<file path="src/rtl/radio_seq_irq.sv">
module radio_seq_irq #(
  parameter int STAT_W     = 16,
  parameter int LQI_W      = 8,
  parameter int LATE_TICKS = 64
) (
  input  logic              clk,
  input  logic              rst_n,
  input  logic              seq_en,
  input  logic              ctl_we,
  input  logic [4:0]        ctl_cfg,
  input  logic              mask_we,
  input  logic [STAT_W-1:0] mask_in,
  input  logic              stat_rd,
  input  logic              frm_end,
  input  logic              crc_ok,
  input  logic [LQI_W-1:0]  lqi_in,
  input  logic              word_rx,
  input  logic              word_rd,
  input  logic              strm_fault,
  input  logic              tick_us,
  output logic [STAT_W-1:0] stat_q,
  output logic [2*LQI_W-1:0] lqi_q,
  output logic              out_of_idle,
  output logic              crc_valid,
  output logic              irq,
  output logic              data_ready
);
  localparam int CNT_W = $clog2(LATE_TICKS + 1);
  localparam int B_CRC = 0;
  localparam int B_ERR = 5;
  localparam int B_RXD = 13;
  localparam int B_TXD = 14;

  typedef enum logic [1:0] {S_IDLE, S_RX, S_TX} st_t;

  st_t               st, st_n;
  logic              pend, pend_rx;
  logic [STAT_W-1:0] mask, set_vec;
  logic [CNT_W-1:0]  win_cnt;

  wire cfg_ok  = ctl_cfg[2] & ~ctl_cfg[1] & (ctl_cfg[3] == 1'b0);
  wire go_req  = ctl_we & ctl_cfg[0] & cfg_ok & (st == S_IDLE);
  wire start   = seq_en & (go_req | pend);
  wire start_rx = go_req ? ctl_cfg[4] : pend_rx;
  wire rx_end  = (st == S_RX) & (~seq_en | frm_end);
  wire tx_end  = (st == S_TX) & (~seq_en | frm_end);
  wire rx_good = (st == S_RX) & seq_en & frm_end;
  wire overrun = (st == S_RX) & word_rx & data_ready & ~word_rd;
  wire late_ok = (st != S_IDLE) | (win_cnt != '0);

  always_comb begin
    st_n = st;
    case (st)
      S_IDLE:  if (start) st_n = start_rx ? S_RX : S_TX;
      default: if (~seq_en | frm_end) st_n = S_IDLE;
    endcase
  end

  always_comb begin
    set_vec        = '0;
    set_vec[B_CRC] = rx_good & crc_ok;
    set_vec[B_ERR] = overrun | (strm_fault & late_ok);
    set_vec[B_RXD] = rx_end;
    set_vec[B_TXD] = tx_end;
  end

  always_ff @(posedge clk or negedge rst_n) begin
    if (!rst_n) begin
      st         <= S_IDLE;
      pend       <= 1'b0;
      pend_rx    <= 1'b0;
      stat_q     <= '0;
      mask       <= '0;
      lqi_q      <= '0;
      data_ready <= 1'b0;
      win_cnt    <= '0;
    end else begin
      st <= st_n;
      if (start) pend <= 1'b0;
      else if (go_req) begin
        pend    <= 1'b1;
        pend_rx <= ctl_cfg[4];
      end
      stat_q <= (stat_rd ? '0 : stat_q) | set_vec;
      if (mask_we) mask <= mask_in;
      if (rx_good) lqi_q <= {lqi_in, {LQI_W{1'b0}}};
      if (st == S_IDLE && start) data_ready <= 1'b0;
      else if (st == S_RX && word_rx) data_ready <= 1'b1;
      else if (word_rd) data_ready <= 1'b0;
      if (st != S_IDLE && st_n == S_IDLE) win_cnt <= CNT_W'(LATE_TICKS);
      else if (st != S_IDLE) win_cnt <= '0;
      else if (tick_us && win_cnt != '0) win_cnt <= win_cnt - 1'b1;
    end
  end

  assign out_of_idle = (st != S_IDLE);
  assign crc_valid   = stat_q[B_CRC];
  assign irq         = |(stat_q & ~mask);


  rx_abort_chk: assert property (@(posedge clk) disable iff (!rst_n)
    (st == S_RX && !seq_en) |=> (st == S_IDLE && stat_q[B_RXD] && !stat_q[B_CRC]));

  start_en_chk: assert property (@(posedge clk) disable iff (!rst_n)
    $rose(out_of_idle) |-> $past(seq_en));

  rd_clear_chk: assert property (@(posedge clk) disable iff (!rst_n)
    (stat_rd && set_vec == '0) |=> !irq);

  late_err_chk: assert property (@(posedge clk) disable iff (!rst_n)
    $rose(stat_q[B_ERR]) |-> ($past(st) != S_IDLE || $past(win_cnt) != '0));

  lqi_hold_chk: assert property (@(posedge clk) disable iff (!rst_n)
    !rx_good |=> $stable(lqi_q));
endmodule

</file>
<file path="config.mk">
export PLATFORM = sky130hd
export DESIGN_NAME = radio_seq_irq
export DESIGN_NICKNAME = d
export VERILOG_FILES = /design/src/rtl/radio_seq_irq.sv
export SDC_FILE = /design/constraint.sdc
export NUM_CORES = 1
export LEC_CHECK = 0
export ABC_AREA = 1
export BUFFER_PORTS_ARGS = -buffer_cell sky130_fd_sc_hd__buf_4
export CAP_MARGIN = 20
export CORE_AREA = 5 5 56 78
export DETAILED_ROUTE_END_ITERATION = 8
export DIE_AREA = 0 0 61 83
export HOLD_SLACK_MARGIN = 0.05
export PLACE_DENSITY = 0.78
export SYNTH_ARGS = -nofsm -noshare
export SYNTH_HDL_FRONTEND = slang
export SYNTH_SLANG_ARGS = --single-unit
</file>
<file path="constraint.sdc">
create_clock -name clk -period 1.7 [get_ports clk]
set_input_delay 0.085 -clock clk [delete_from_list [all_inputs] [get_ports clk]]
set_output_delay 0.085 -clock clk [all_outputs]
set_load 0.02 [all_outputs]
</file>
==> out/metrics.yaml, run 1 <==
status: "finished, final reports clean"
period_share_pct: 81.2
drt-total-wl_um: 3260
max_stage_delay_ns: 0.39
grt_max_degree: 29
start_util_pct: 43.3
p_leak_nw: 1.11
reg2reg_slack_ns: 0.32
fmax_ghz: 0.724
clock_path_buffers: 2
crit_path_cell_trace: "inv_1 -> ha_1 -> nand2_1 -> nor2_2 -> nor2_4 -> nor2_8 -> nand2_1 -> nand2_1"
chipHeight_um: 83
die_area_sq_um: 5060
cts.sinks: 28
dr.first_iter.drc_count: 33
synth_seq_cells: 28
fin_crit_ns: 1.38
syn_avg_cell_area_sq_um: 8.95
vias_per_cell: 4.60
layout.nets: 279
critical_path.most_common_cell: "nand2_1"
timing.critical_path.from_type: "register"
synth_area_sq_um: 1550
insertion_delay_ns: 0.28
cts_hold_buf: 15
dp.cells: 257
core-area_sq_um: 3580
post_cts_resized: 0
timing.setup.tns_ns: 0
synthToLayoutAreaGrowth_pct: 33.1
die_w_um: 61
rsz0062_at_grt: "false"
grt_pass1_vias: 1278
cts_tree: "built"
wl_per_cell_um: 11.8
ir_drop_v: 0.000778
gp_congestion: 0.726
io-pin-count: 77
fin_cells: 277
root_buffer: "clkbuf_8"
endpoint_kind: "register"
powerDensity_nw_per_um2: 997
antenna_found_initial: 0
hp-class: "in2reg"
grt_pass1_wl_um: 5400
antenna_cells: 0
crit_family: "simple AND/OR/NAND/NOR gates"
crit_type: "reg2reg"
arrival_ns: 1.60
cts_buffers: 3
dp_hpwl_um: 2520
h-tree-depth: 1
crit_buf_inv: 1
final_layout_size_suffix_gt1_share_pct: 29.8
ys_types: 26
path_max_fanout: 8
timing.max_cap.violations: 0
hold_viol_final: 0
final_antenna_net_count: 0
cts_setup_buffers: 0
worst_hold_slack_ns: 0.0531
slew_viol_final: 0
critPathRequiredTime_ns: 1.92
fin_skew_ns: 0.00580
setup_viol_count_final: 0
path_clk_slew_ns: 0.09
synthCells: 173
ys_warn_count: 0
grtUsageTotal_pct: 13.5
drt_pass1_iterations: 4
vias: 1275
yosysSeqAreaShare_pct: 45.3
power_w: 0.00205
io_buffers: 44
grt_remaining_overflow: 0
drc: 0
num_rows: 26
slowest_stage: "dfrtp_1"
cells in the mapped netlist:
cell | number | area, sq um
a21oi_1 | 2 | 10.0
buf_4 | 21 | 158
conb_1 | 1 | 3.75
dfrtp_1 | 28 | 701
ha_1 | 2 | 25.0
inv_1 | 21 | 78.8
inv_2 | 3 | 11.3
mux2_2 | 11 | 124
nand2_1 | 39 | 146
nand2_2 | 1 | 6.26
nand2_4 | 1 | 11.3
nand3_1 | 7 | 35.0
nand3_2 | 1 | 10.0
nand3b_1 | 1 | 7.51
nand4_1 | 8 | 50.1
nand4_2 | 1 | 12.5
nor2_1 | 8 | 30.0
nor2_2 | 1 | 6.26
nor2_4 | 2 | 22.5
nor2_8 | 1 | 20.0
o211ai_1 | 1 | 7.51
o21ai_0 | 3 | 15.0
o21ai_1 | 4 | 20.0
o22ai_1 | 3 | 18.8
o32ai_1 | 1 | 8.76
xor2_1 | 1 | 8.76
stage by stage:
stage	area [sq um]	util, %	setup WS, ns
after global routing	2060	57.6	0.184
after floorplan	1620	-	0.471
after global placement	1840	51.5	0.342
after detailed placement	1840	51.5	0.336
after CTS	2050	57.3	0.312
final	2060	57.6	0.319
area by class of cell:
type | count | area (sq um)
multi-input combinational | 119 | 671
tap | 42 | 52.6
timing repair buffer | 60 | 490
clock buffer | 4 | 55.1
sequential | 28 | 701
fill | 317 | 1520
inverter | 24 | 90.1
tightest hold or removal path, cell delays in order:
cell and delay, ns:
buf_4 0.11, inv_1 0.04, o22ai_1 0.06
layout by cell type (no fill, tap or decap), types with 2 or more instances in the layout:
| cell type | netlist | final |
|---|---|---|
| dlygate4sd3_1 | 0 | 16 |
| o22ai_1 | 3 | 3 |
| clkbuf_8 | 0 | 4 |
| mux2_2 | 11 | 11 |
| conb_1 | 1 | 20 |
| inv_1 | 21 | 21 |
| o21ai_1 | 4 | 4 |
| inv_2 | 3 | 3 |
| a21oi_1 | 2 | 2 |
| nand3_1 | 7 | 7 |
| o21ai_0 | 3 | 3 |
| ha_1 | 2 | 2 |
| dfrtp_1 | 28 | 28 |
| nand4_1 | 8 | 8 |
| nor2_1 | 8 | 8 |
| buf_4 | 21 | 44 |
| nor2_4 | 2 | 2 |
| nand2_1 | 39 | 39 |
power breakdown:
group          switching [W]  internal (W)  leakage, nW
sequential         0.0000891      0.000797        0.362
clock               0.000206      0.000208       0.0288
combinational       0.000444      0.000311        0.718
routing by layer:
layer / share of wire, % / vias to the layer above / track usage (%)
li1: - / 640 / -
met1: 37 / 590 / 15.9
met2: 55 / 43 / 23.7
met3: 7.0 / 2 / 2.95
met4: 0.98 / 0 / 3.55
met5: 0 / - / 0
registers in the layout, summed over array words and instances, names as in the netlist:
signal,cells
lqi_q,8
st,2
stat_q,4
pend_rx,1
data_ready,1
pend,1
mask,4
win_cnt,7
final timing paths:
kind / from / end / cells past startpoint
setup / recovery: win_cnt[0] / win_cnt[4] / 8
hold / removal: crc_ok / stat_q[0] / 3
setup reg to reg: win_cnt[0] / win_cnt[4] / 8
hold reg to reg: win_cnt[0] / win_cnt[0] / 2
max in group asynchronous: rst_n / stat_q[13] / 2
min in group asynchronous: rst_n / data_ready / 2
kinds of logic after synthesis:
| group | synth area share (%) |
|---|---|
| simple gates | 23.1 |
| buf+inv | 16.0 |
| flops | 45.3 |
| compound gates | 5.17 |
| mux | 8.00 |
| fa+ha+maj | 1.62 |
| other cells | 0.242 |
| xor+xnor | 0.566 |
(Power assumes the default switching activity.)
==> inputs of run 2 (changes only) <==
==> constraint.sdc (replaced) <==
create_clock -name clk -period 1.4 [get_ports clk]
set_input_delay 0.07 -clock clk [delete_from_list [all_inputs] [get_ports clk]]
set_output_delay 0.07 -clock clk [all_outputs]
set_load 0.02 [all_outputs]
==> run 2 against run 1 <==
Final area rose by 5.5%; critical path depth increased by 1; utilization is 3.1 points higher; critical endpoint is now win_cnt[0]; highest routed layer unchanged.
==> out/metrics.yaml, run 2 (synthesis results as in run 1) <==
worst-r2r-cell-count: 9  # +1
grtUsageTotal_pct: 14.6  # +1.1 points
antenna_cells: 0  # unchanged
io-pin-count: 77  # unchanged
setup_viol_count_final: 0  # unchanged
layout_commonest_cell: "buf_4"
regMostFlops: "lqi_q"
power.switching_w: 0.000961  # +30%
grt_pass1_vias: 1356  # +6.1%
timing.critical_path.from_type: "register"
critPathRequiredTime_ns: 1.57  # -0.35 ns
synthToLayoutAreaGrowth_pct: 40.3
grt_remaining_overflow: 0  # unchanged
root_buffer: "clkbuf_8"
die_area_sq_um: 5060  # unchanged
arrival_ns: 1.50  # -0.10 ns
reg2reg_slack_ns: 0.07  # -0.25 ns
drt_pass1_iterations: 4  # unchanged
final_layout_size_suffix_gt1_share_pct: 33.1  # +3.3 points
wl_per_cell_um: 12.2  # +3.2%
fin_crit_ns: 1.33  # -0.0495 ns
endpoint_kind: "register"
clock_path_buffers: 2  # unchanged
powerDensity_nw_per_um2: 1230  # +23%
fin_skew_ns: 0.00634  # +0.000542 ns
timing.max_cap.violations: 0  # unchanged
crit_start: "win_cnt[1]"
dp_hpwl_um: 2620  # +3.9%
utilization_pct: 60.7  # +3.1 points
insertion_delay_ns: 0.27  # about the same
p_int_w: 0.00171  # +30%
h-tree-depth: 1  # unchanged
gp_congestion: 0.726  # about the same
start_util_pct: 43.3  # unchanged
p_leak_nw: 1.16  # +4.9%
rsz0062_at_grt: "true"
nFillCells: 309  # -2.5%
hold_viol_final: 0  # unchanged
final_antenna_net_count: 0  # unchanged
vias_per_cell: 4.60  # about the same
clock_power_share_pct: 18.7  # -1.4 points
crit_family: "simple AND/OR/NAND/NOR gates"
io_buffers: 44  # unchanged
crit_path_cell_trace: "inv_1 -> ha_1 -> nand2_2 -> nor2_4 -> nor2_4 -> buf_12 -> nor2_8 -> nand2_1 -> nand2_1"
path_clk_slew_ns: 0.10  # about the same
reg.largest.list: "lqi_q x8, win_cnt x7"
num_rows: 26  # unchanged
largest_reg_flops: 8  # unchanged
power_frac_comb_pct: 40.7  # +4.0 points
cts.sinks: 28  # unchanged
vias: 1320  # +3.5%
max_stage_delay_ns: 0.38  # about the same
grt_pass1_wl_um: 5840  # +8.2%
layout.nets: 289  # +3.6%
antenna_found_initial: 0  # unchanged
r2r_start: "win_cnt[1]"
drt-total-wl_um: 3490  # +6.9%
crit_end: "win_cnt[0]"
period_share_pct: 95.1  # +14 points
dr.first_iter.drc_count: 36  # +9.1%
ir_drop_v: 0.00101  # +30%
fmax_ghz: 0.751  # +3.7%
switching_share_pct: 36.0  # about the same
slowest_stage: "dfrtp_1"
grt_max_degree: 29  # unchanged
power_w: 0.00267  # +30%
crit_type: "reg2reg"
cts_tree: "built"
final_cell_mix: "buf_4 (50), nand2_1 (38), dfrtp_1 (28)"
cts_buffers: 3  # unchanged
crit_buf_inv: 2  # +1
cp.depth: 9  # +1
seqPwrFrac_pct: 40.7  # -2.5 points
die_w_um: 61  # unchanged
core-area_sq_um: 3580  # unchanged
status: "finished, final reports clean"
slew_viol_final: 0  # unchanged
chipHeight_um: 83  # unchanged
drc: 0  # unchanged
r2r_end: "win_cnt[0]"
path_max_fanout: 5  # -3
hp-class: "in2reg"
## run 2: timing repair
item                                    CTS  global route
resized for setup                         0             5
hold endpoints to repair                 46             0
endpoints found under the setup margin    0             7
buffers inserted                          0             6
hold buffers                             19             0
## run 2: worst register-to-register path, cell delays in order, from the launching register on
cell and delay, ns:
dfrtp_1 0.38, inv_1 0.07, ha_1 0.19, nand2_2 0.10
nor2_4 0.05, nor2_4 0.15, buf_12 0.14, nor2_8 0.04
nand2_1 0.05, nand2_1 0.05
## run 2: power by group through the flow
stage / sequential (W) / clock (W) / combinational (W)
detailed placement: 0.00110 / 0 / 0.000923
floorplan: 0.00113 / 0 / 0.000613
finish: 0.00109 / 0.000499 / 0.00109
CTS: 0.00108 / 0.000501 / 0.000968
global route: 0.00111 / 0.000531 / 0.00122
global placement: 0.00109 / 0 / 0.000883
## run 2: final cells by class
type / instances / area (sq um) / share of cell area, %
clock buffers: 4 / 55.1 / 2.53
multi-input cells: 119 / 688 / 31.7
inverters: 24 / 90.1 / 4.15
flip-flops and latches: 28 / 701 / 32.3
well taps: 42 / 52.6 / 2.42
repair buffers: 70 / 586 / 27.0
## run 2: per-stage QoR
step                      std cells  TNS [ns]  setup WS (ns)  instance area, sq um  hold slack, ns
after CTS                       281         0         0.0585                  2100          0.0779
final                           287         0         0.0683                  2170          0.0767
after global placement          258         0          0.129                  1850         0.00535
after global routing            287    -0.100        -0.0299                  2170          0.0774
after floorplan                 192         0          0.171                  1620          -0.226
after detailed placement        258         0         0.0717                  1850         0.00422
## run 2: how the worst min path moves through the flow
stage	end	start	cells after the start	slack [ns]
2_1_floorplan	data_ready	rst_n	0	-0.23
3_3_place_gp	lqi_q[15]	rst_n	1	0.005
3_5_place_dp	lqi_q[15]	rst_n	1	0.004
4_1_cts	win_cnt[6]	frm_end	3	0.08
5_1_grt	mask[5]	mask_we	2	0.08
6_report	mask[14]	mask_we	2	0.08
## run 2: routing by layer
layer / track usage, % / share of wire (%) / wire length [um]
met3: 2.95 / 5.6 / 196
met5: 0 / 0 / 0
met2: 26.6 / 55 / 1930
met1: 16.8 / 38 / 1330
met4: 2.96 / 1.0 / 35
==> inputs of run 3 (changes only) <==
--- a/config.mk
+++ b/config.mk
@@ -12,6 +12,7 @@
 export DETAILED_ROUTE_END_ITERATION = 8
 export DIE_AREA = 0 0 61 83
 export HOLD_SLACK_MARGIN = 0.05
+export MAX_ROUTING_LAYER = met4
 export PLACE_DENSITY = 0.78
 export SYNTH_ARGS = -nofsm -noshare
 export SYNTH_HDL_FRONTEND = slang
==> run 3 against run 2 <==
Worst setup slack worse by 0.0013 ns; utilization unchanged; clock skew about the same; global-route usage up 0.41 points; clock power is essentially flat; combinational power barely moved; wire length is 0.26% higher; critical endpoint unchanged; highest routed layer unchanged.
==> out/metrics.yaml, run 3 (synthesis results as in run 1) <==
status: "finished, final reports clean"
grt_max_degree: 29  # unchanged
io-pin-count: 77  # unchanged
io_buffers: 44  # unchanged
wl_per_cell_um: 12.2  # +0.26%
drc: 0  # unchanged
crit_start: "win_cnt[1]"
fmax_ghz: 0.750  # -0.10%
h-tree-depth: 1  # unchanged
path_max_fanout: 5  # unchanged
grt_pass1_vias: 1353  # -0.22%
cts.sinks: 28  # unchanged
arrival_ns: 1.50  # about the same
antenna_cells: 0  # unchanged
path_clk_slew_ns: 0.09  # about the same
dp_hpwl_um: 2620  # unchanged
grt_pass1_wl_um: 5860  # +0.24%
endpoint_kind: "register"
timing.max_cap.violations: 0  # unchanged
worst-r2r-cell-count: 9  # unchanged
cts_buffers: 3  # unchanged
setup_viol_count_final: 0  # unchanged
hold_viol_final: 0  # unchanged
regMostFlops: "lqi_q"
fin_ws_ns: 0.0669  # -0.00134 ns
vias_per_cell: 4.59  # -0.15%
period_share_pct: 95.2  # +0.096 points
r2r_start: "win_cnt[1]"
drt-total-wl_um: 3500  # +0.26%
die_area_sq_um: 5060  # unchanged
hp-class: "in2reg"
cts_tree: "built"
p_leak_nw: 1.16  # unchanged
root_buffer: "clkbuf_8"
crit_end: "win_cnt[0]"
final_layout_size_suffix_gt1_share_pct: 33.1  # unchanged
ir_drop_v: 0.00102  # +0.36%
worst_hold_slack_ns: 0.0758  # -0.000913 ns
grt_remaining_overflow: 0  # unchanged
slew_viol_final: 0  # unchanged
dr.first_iter.drc_count: 26  # -28%
powerDensity_nw_per_um2: 1230  # +0.11%
critPathRequiredTime_ns: 1.57  # about the same
core-area_sq_um: 3580  # unchanged
crit_type: "reg2reg"
timing.critical_path.from_type: "register"
fin_crit_ns: 1.33  # +0.00134 ns
nFillCells: 309  # unchanged
reg.largest.list: "lqi_q x8, win_cnt x7"
layout_commonest_cell: "buf_4"
hold_path.startpoint: "word_rd"
antenna_found_initial: 0  # unchanged
synthToLayoutAreaGrowth_pct: 40.3  # unchanged
fin_skew_ns: 0.00643  # +0.0000957 ns
drt_pass1_iterations: 4  # unchanged
chipHeight_um: 83  # unchanged
r2r_end: "win_cnt[0]"
pre_cts_ws_ns: 0.0717  # unchanged
num_rows: 26  # unchanged
start_util_pct: 43.3  # unchanged
clock_path_buffers: 2  # unchanged
die_w_um: 61  # unchanged
grtUsageTotal_pct: 15.0  # +0.41 points
layout.nets: 289  # unchanged
final_antenna_net_count: 0  # unchanged
rsz0062_at_grt: "true"
insertion_delay_ns: 0.27  # about the same
gp_congestion: 0.735  # +1.2%
largest_reg_flops: 8  # unchanged
vias: 1318  # -0.15%
final_cell_mix: "buf_4 (50), nand2_1 (38), dfrtp_1 (28)"
reg2reg_slack_ns: 0.07  # about the same
run 3: cell counts in the layout (fill, tap and decap cells not counted):
Identical to the previous run, type by type.
run 3: worst min path at each step:
stage                       endpoint  slack, ns  cells past startpoint
after floorplan           data_ready      -0.23                      0
after global placement     lqi_q[15]      0.005                      1
after detailed placement   lqi_q[15]      0.004                      1
after CTS                 win_cnt[6]       0.08                      3
after global routing         mask[5]       0.08                      2
final                     data_ready       0.08                      4
run 3: routing by layer:
| layer | part of all wire [%] | global-route usage [%] | vias up |
|---|---|---|---|
| met5 | 0 | - | - |
| met4 | 1.0 | 2.96 | 0 |
| met3 | 5.0 | 2.48 | 4 |
| met2 | 55 | 26.6 | 41 |
| met1 | 39 | 17.2 | 617 |
| li1 | - | - | 656 |
run 3: critical path: stages (launching register included):
cell     delay [ns]
dfrtp_1        0.38
inv_1          0.07
ha_1           0.19
nand2_2        0.10
nor2_4         0.05
nor2_4         0.15
buf_12         0.14
nor2_8         0.04
nand2_1        0.05
nand2_1        0.05
run 3: final cells by class:
type                       instances  area (sq um)  share of cell area (%)
sequential                        28           701                    32.3
multi-input combinational        119           688                    31.7
timing repair buffer              70           586                    27.0
inverter                          24          90.1                    4.15
clock buffer                       4          55.1                    2.53
tap                               42          52.6                    2.42
run 3: power by group:
group	switching [W]	internal (W)	total (W)
Combinational	0.000596	0.000490	0.00109
Clock	0.000250	0.000252	0.000502
Sequential	0.000118	0.000968	0.00109
run 3: repair_timing:
| action | CTS | global route |
|---|---|---|
| resized for setup | 0 | 5 |
| hold endpoints to repair | 46 | 0 |
| buffers inserted | 0 | 6 |
| endpoints found under the setup margin | 0 | 7 |
| hold buffers | 19 | 0 |
run 3: stage by stage:
step / TNS [ns] / total power, W / util, % / cells / instance area, sq um
6_report: 0 / 0.00267 / 60.7 / 287 / 2170
5_1_grt: -0.0949 / 0.00286 / 60.7 / 287 / 2170
4_1_cts: 0 / 0.00255 / 58.6 / 281 / 2100
3_5_place_dp: 0 / 0.00202 / 51.7 / 258 / 1850
3_3_place_gp: 0 / 0.00197 / 51.7 / 258 / 1850
2_1_floorplan: 0 / 0.00174 / - / 192 / 1620
